==> src/rtl/cursor_pkg.sv <==
package cursor_pkg;
  localparam int CUR_DIM   = 32;
  localparam int ROW_W     = $clog2(CUR_DIM);
  localparam int WORD_W    = 32;
  localparam int COORD_W   = 16;
  localparam int RWORD_W   = 10;
  localparam int NPLANES   = 2;

  localparam logic [RWORD_W-1:0] POS_WORD   = 10'h23F;
  localparam logic [RWORD_W-1:0] MISC_WORD  = 10'h206;
  localparam logic [3:0]         BMP_REGION = 4'h9;

  localparam logic [WORD_W-1:0]  MISC_FORCE = 32'h0200_0000;
  localparam logic [COORD_W-1:0] OFFSCREEN  = 16'hF000;

  typedef enum logic {PLANE_MASK = 1'b0, PLANE_COLOR = 1'b1} plane_e;
endpackage

==> src/rtl/cursor_row_store.sv <==
module cursor_row_store #(
  parameter int ROWS = 32,
  parameter int W    = 32,
  localparam int AW  = $clog2(ROWS)
) (
  input  logic          clk,
  input  logic          we,
  input  logic [AW-1:0] waddr,
  input  logic [W-1:0]  wdata,
  input  logic [AW-1:0] raddr,
  output logic [W-1:0]  rdata
);
  logic [W-1:0] mem [ROWS];

  always_ff @(posedge clk) begin
    if (we) mem[waddr] <= wdata;
  end

  assign rdata = mem[raddr];
endmodule

==> src/rtl/cursor_regs.sv <==
module cursor_regs
  import cursor_pkg::*;
(
  input  logic               clk,
  input  logic               rst,
  input  logic               wr_en,
  input  logic               rd_en,
  input  logic [RWORD_W-1:0] word,
  input  logic [WORD_W-1:0]  wdata,
  output logic [WORD_W-1:0]  rdata,
  output logic [COORD_W-1:0] cur_x,
  output logic [COORD_W-1:0] cur_y,
  output logic [NPLANES-1:0] plane_we,
  output logic [ROW_W-1:0]   row_addr
);
  logic [WORD_W-1:0] misc_q;
  logic              in_bitmap;

  assign in_bitmap = wr_en && (word[RWORD_W-1:ROW_W+1] == BMP_REGION);
  assign row_addr  = word[ROW_W-1:0];

  for (genvar p = 0; p < NPLANES; p++) begin : g_we
    assign plane_we[p] = in_bitmap && (word[ROW_W] == p[0]);
  end

  always_ff @(posedge clk) begin
    if (rst) begin
      cur_x  <= OFFSCREEN;
      cur_y  <= OFFSCREEN;
      misc_q <= '0;
    end else if (wr_en) begin
      if (word == POS_WORD) begin
        cur_x <= wdata[2*COORD_W-1:COORD_W];
        cur_y <= wdata[COORD_W-1:0];
      end
      if (word == MISC_WORD) misc_q <= wdata;
    end
  end

  always_ff @(posedge clk) begin
    if (rst)        rdata <= '0;
    else if (rd_en) rdata <= (word == MISC_WORD) ? (misc_q | MISC_FORCE) : '0;
  end
endmodule

==> src/rtl/cursor_window.sv <==
module cursor_window
  import cursor_pkg::*;
#(
  parameter int XW = 11,
  parameter int YW = 11
) (
  input  logic [XW-1:0]      pix_x,
  input  logic [YW-1:0]      pix_y,
  input  logic [XW-1:0]      width,
  input  logic [COORD_W-1:0] cur_x,
  input  logic [COORD_W-1:0] cur_y,
  output logic               hit,
  output logic [ROW_W-1:0]   row,
  output logic [ROW_W-1:0]   bit_sel
);
  logic [COORD_W-1:0] px, py, wd, dx, dy;
  logic               rows_ok, cols_ok;

  assign px = COORD_W'(pix_x);
  assign py = COORD_W'(pix_y);
  assign wd = COORD_W'(width);
  assign dx = px - cur_x;
  assign dy = py - cur_y;

  assign rows_ok = (py >= cur_y) && (dy < COORD_W'(CUR_DIM));
  assign cols_ok = (cur_x < wd) && (px >= cur_x) && (dx < COORD_W'(CUR_DIM)) && (px < wd);

  assign hit     = rows_ok && cols_ok;
  assign row     = dy[ROW_W-1:0];
  assign bit_sel = ROW_W'(CUR_DIM - 1) - dx[ROW_W-1:0];
endmodule

==> src/rtl/cursor_overlay.sv <==
module cursor_overlay
  import cursor_pkg::*;
#(
  parameter int XW    = 11,
  parameter int YW    = 11,
  parameter int IDX_W = 8,
  localparam int OUT_W = IDX_W + 1
) (
  input  logic               clk,
  input  logic               rst,
  input  logic               reg_wr_en,
  input  logic               reg_rd_en,
  input  logic [RWORD_W-1:0] reg_word,
  input  logic [WORD_W-1:0]  reg_wdata,
  output logic [WORD_W-1:0]  reg_rdata,
  input  logic [XW-1:0]      active_width,
  input  logic               pix_valid,
  input  logic [XW-1:0]      pix_x,
  input  logic [YW-1:0]      pix_y,
  input  logic [IDX_W-1:0]   pix_idx,
  output logic               out_valid,
  output logic [OUT_W-1:0]   out_idx
);
  localparam logic [OUT_W-1:0] OVL_BG = OUT_W'((1 << IDX_W) + 2);
  localparam logic [OUT_W-1:0] OVL_FG = OUT_W'((1 << IDX_W) + 3);

  logic [COORD_W-1:0] cur_x, cur_y;
  logic [NPLANES-1:0] plane_we;
  logic [ROW_W-1:0]   row_addr, win_row, bit_sel;
  logic               win_hit;
  logic [WORD_W-1:0]  plane_row [NPLANES];
  logic               mask_b, color_b;
  logic [OUT_W-1:0]   next_idx;

  cursor_regs u_regs (
    .clk(clk), .rst(rst), .wr_en(reg_wr_en), .rd_en(reg_rd_en),
    .word(reg_word), .wdata(reg_wdata), .rdata(reg_rdata),
    .cur_x(cur_x), .cur_y(cur_y), .plane_we(plane_we), .row_addr(row_addr)
  );

  for (genvar p = 0; p < NPLANES; p++) begin : g_plane
    cursor_row_store #(.ROWS(CUR_DIM), .W(WORD_W)) u_store (
      .clk(clk), .we(plane_we[p]), .waddr(row_addr), .wdata(reg_wdata),
      .raddr(win_row), .rdata(plane_row[p])
    );
  end

  cursor_window #(.XW(XW), .YW(YW)) u_win (
    .pix_x(pix_x), .pix_y(pix_y), .width(active_width),
    .cur_x(cur_x), .cur_y(cur_y),
    .hit(win_hit), .row(win_row), .bit_sel(bit_sel)
  );

  assign mask_b  = plane_row[PLANE_MASK][bit_sel];
  assign color_b = plane_row[PLANE_COLOR][bit_sel];

  always_comb begin
    next_idx = {1'b0, pix_idx};
    if (win_hit && mask_b) next_idx = color_b ? OVL_FG : OVL_BG;
  end

  always_ff @(posedge clk) begin
    if (rst) begin
      out_valid <= 1'b0;
      out_idx   <= '0;
    end else begin
      out_valid <= pix_valid;
      if (pix_valid) out_idx <= next_idx;
    end
  end
endmodule

==> config.mk <==
export PLATFORM = sky130hd
export DESIGN_NAME = cursor_overlay
export DESIGN_NICKNAME = d
export VERILOG_FILES = /design/src/rtl/cursor_pkg.sv /design/src/rtl/cursor_row_store.sv /design/src/rtl/cursor_regs.sv /design/src/rtl/cursor_window.sv /design/src/rtl/cursor_overlay.sv
export SDC_FILE = /design/constraint.sdc
export NUM_CORES = 2
export LEC_CHECK = 0
export BUFFER_PORTS_ARGS = -buffer_cell sky130_fd_sc_hd__buf_2
export CELL_PAD_IN_SITES_DETAIL_PLACEMENT = 0
export CELL_PAD_IN_SITES_GLOBAL_PLACEMENT = 1
export CORE_MARGIN = 2
export CORE_UTILIZATION = 55
export DETAILED_ROUTE_END_ITERATION = 12
export HOLD_SLACK_MARGIN = 0.1
export PLACE_DENSITY_LB_ADDON = 0.25
export REMOVE_ABC_BUFFERS = 1
export SYNTH_ARGS = -nofsm -noshare
export SYNTH_HDL_FRONTEND = slang
export SYNTH_SLANG_ARGS = --single-unit
export TNS_END_PERCENT = 20
==> constraint.sdc <==
create_clock -name clk -period 11.7 [get_ports clk]
set_input_delay 1.17 -clock clk [delete_from_list [all_inputs] [get_ports clk]]
set_output_delay 1.17 -clock clk [all_outputs]
set_load 0.005 [all_outputs]
==> results.md <==
- Xor/xnor share of the synthesized area: less than 1%
- Layout cells sized above 1: 26.7%
- GRT busiest layer: met2
- Clk_lat worst skew: approximately 0.85 ns
- Sequential share of the synthesized area: between 70% and 80%
- H-tree Lvls: 4
- HP Class: flip-flop to flip-flop
- R2r worst-path depth: 12
- Drt total wl: 226,000 um
- CTS resizes: 0
- Design Power: about 16,000 uW
- Clock power frac: a little over two fifths
- Antenna violations before repair: 16
- Die ar.: roughly 160,000 sq um
- Required @ worst endpoint: 12.42 ns
- Clk slew on worst S/H paths: approximately 0.060 ns
- Drt drc: 0
- Root buffer cell: clkbuf_16
- Final Core Density: between 60% and 70%
- I/O Pins: 130
- Final period demand of the worst path: between 5 and 6 ns
- Flops & latches, synth: approximately 2.2k
- Synth warnings: 0
- Total CTS buffers: about 210
- Total of max-cap violations: 0
- # rows: between 100 and 150
- Tcrit/Tclk final: between 40% and 50%
- Synth Area in Adders: less than 1%
- GRT Util Overall: 29.2%
- Max-Slew Margin vs Limit: about 8.8%
- Sequential power share: between 50% and 60%
- GRT overflow: 0
- Mapped Cells: about 4.2k
- Clock Tree Buf Depth: 3
- Met1 Use GR: a little over two fifths
- DIE HEIGHT: roughly 400 um
- CTS tree: done
- Number of enable flip-flop cells after synthesis: just over 2k
- Final hold violation count: 0
- Switching Share: a little over a fifth
- Type of the worst setup path: primary input to flip-flop
- WHS Endpoint: u_regs.cur_y[7]$_SDFFE_PP0P_
- VDD IR-drop max: ~0.00013 V
- DR vias: 43.8k
- Sw Pwr: ~3500 uW
- Starting density of the core: about 55%
- Power Dens Cells: roughly 170 nW/um^2
- Worst hold start: u_regs.cur_y[7]$_SDFFE_PP0P_
- FF/Latch Area: between 60,000 and 70,000 sq um
- Multi-input gate area: about 20,000 sq um
- Reg2reg start: u_regs.cur_y[0]$_SDFFE_PP0P_
- DRT antenna net count: 0
- M3 GR Usage: under 10%
- Largest net degree at the start of global routing: 99
- Synth Area in Compound Gates: between 2 and 2.5%
- GP Congestion: 0.828
- Slew Viols, Final: 0
- Arrival time worst endpoint: 6.56 ns
- Max FO, Critical Path: 62
- PortBufs: around 130
- Initial DRT Pass Iterations: 6
- Hold Path Cell Cnt: 2
- Final setup fails: 0
- Internal Power: about 13,000 uW
- Cell area after synthesis: 84,300 sq um
- Post-DP HPWL: between 100,000 and 150,000 um
- Global-route wire length before repair: 321,000 um
- Initial DRC count: between 6k and 7k
- Die Width: 396 um
- Clk sinks: 2,153
- Reg2reg end: out_idx[8]$_SDFFE_PP0P_
- LEAKAGE: around 0.03 uW
- Slew at the pin with the worst max-slew slack: 1.36 ns
- Main synth FF type: edfxtp_1
- Combinational power share: between 5 and 6%
- Crit. End Element: flip-flop
- Most common cell after layout, fill and taps aside: edfxtp_1
- Core area: roughly 150,000 sq um
- Final nets: 4,569
- Via/cell ratio: ~6.6
- R2r setup slk: slightly above 6 ns
- FFs w/ async S/R, synth: 0%
- Mux cell area share after synthesis: about 16%
- Fillers: 10.5k
- Met2 GRT Util: 44.0%
- Syn_area_per_cell: 20.2 sq um
- Vias in the first global route: 43.2k
- Setup bufs post-CTS: 0
- Fmax: roughly 170 MHz
- Startpoint type of the worst setup path: primary input
- Post-Route Skew: around 0.057 ns
- Run status: complete, no violations
- Commonest cells after routing, fill and taps aside: edfxtp_1 (2,048), mux4_2 (546), nand2_1 (343)
- Simple-Gate Fraction of Synth Area: ~4%
- Area grow syn2layout: 12.6%
- Routed WL per cell: roughly 34 um
- Largest family of logic cells by synthesized area: multiplexers
- Unrepaired setup endpoints after global routing: no
- Netlist cell types: 78
- Hold_buf cts: 0
## synthesized netlist by cell type, types with 11 or more instances
cell type / number / share of area (%)
a211oi_1: 11 / 0.098
a21oi_1: 116 / 0.69
a22oi_1: 14 / 0.12
a31oi_1: 20 / 0.15
and3_1: 18 / 0.13
buf_1: 15 / 0.067
buf_2: 50 / 0.30
buf_4: 51 / 0.45
buf_6: 21 / 0.28
clkbuf_1: 89 / 0.40
dfxtp_1: 105 / 2.5
edfxtp_1: 2048 / 73
ha_1: 42 / 0.62
inv_1: 49 / 0.22
mux2i_1: 79 / 0.94
mux4_2: 546 / 15
nand2_1: 343 / 1.5
nand2b_1: 50 / 0.37
nand3_1: 138 / 0.82
nand4_1: 41 / 0.30
nor2_1: 109 / 0.49
nor3_1: 13 / 0.077
o211ai_1: 12 / 0.11
o21ai_0: 40 / 0.24
## metal layers
metal	wire [um]	vias up
met5	57	-
li1	-	17700
met4	6300	8
met3	28900	396
met1	86600	22900
met2	104000	2832
## power by group through the flow
stage	Combinational [uW]	Sequential [uW]	Clock, uW
after floorplan	734	8600	0
after global placement	870	8600	0
after detailed placement	879	8600	0
after CTS	882	8440	6810
after global routing	934	8430	7110
final	890	8440	6750
## cells by family after synthesis
family	count (synthesis)
XOR/XNOR	10
AND/OR/NAND/NOR	753
adder cells (fa/ha/maj)	44
AO/OA/AOI/OAI	305
buffers and inverters	282
flip-flops	2153
multiplexers	627
## stage by stage
step / TNS (ns) / area [sq um] / std cells / setup slack (ns) / hold WS (ns)
floorplan: -84.60 / 83000 / 3944 / -9.49 / 0.425
global placement: 0 / 88000 / 6256 / 5.03 / 0.442
detailed placement: 0 / 88000 / 6256 / 5.03 / 0.449
CTS: 0 / 94900 / 6636 / 5.98 / 0.457
global route: 0 / 94900 / 6637 / 5.76 / 0.473
finish: 0 / 94900 / 6644 / 5.86 / 0.456
## area by class of cell
| cell class | instances | area share [%] |
|---|---|---|
| Antenna cell | 8 | 0.0211 |
| Clock inverter | 126 | 1.49 |
| Inverter | 52 | 0.206 |
| Timing Repair Buffer | 282 | 1.96 |
| Sequential cell | 2153 | 67.0 |
| Tap cell | 2030 | 2.68 |
| Clock buffer | 254 | 5.80 |
| Multi-Input combinational cell | 1739 | 20.9 |
## sequential cells by signal, summed over array words and instances (netlist names)
name	count
u_regs.misc_q	31
out_valid	1
u_regs.cur_x	16
out_idx	9
u_regs.cur_y	16
g_plane.u_store.mem	2048
u_regs.rdata	32
## worst max-delay path by stage
| stage | end | start | slack (ns) | cells past startpoint |
|---|---|---|---|---|
| floorplan | out_idx[0]$_SDFFE_PP0P_ | pix_y[0] | -9.49 | 12 |
| global placement | out_idx[8]$_SDFFE_PP0P_ | pix_y[0] | 5.03 | 14 |
| detailed placement | out_idx[8]$_SDFFE_PP0P_ | pix_y[0] | 5.03 | 14 |
| CTS | out_idx[8]$_SDFFE_PP0P_ | pix_y[0] | 5.98 | 14 |
| global route | out_idx[3]$_SDFFE_PP0P_ | pix_y[0] | 5.76 | 14 |
| finish | out_idx[8]$_SDFFE_PP0P_ | pix_y[0] | 5.86 | 14 |
## worst max-delay path, cell delays in order
cell,delay (ns)
buf_2,0.07
inv_1,0.07
ha_4,0.17
fa_4,1.30
buf_4,0.83
mux4_2,0.41
mux2i_1,0.19
mux2i_1,0.12
mux4_2,0.55
o2bb2ai_1,0.52
nand2_1,0.19
a32oi_4,0.57
nand2b_1,0.18
a21oi_1,0.06
Power figures use the tool's default switching activity.
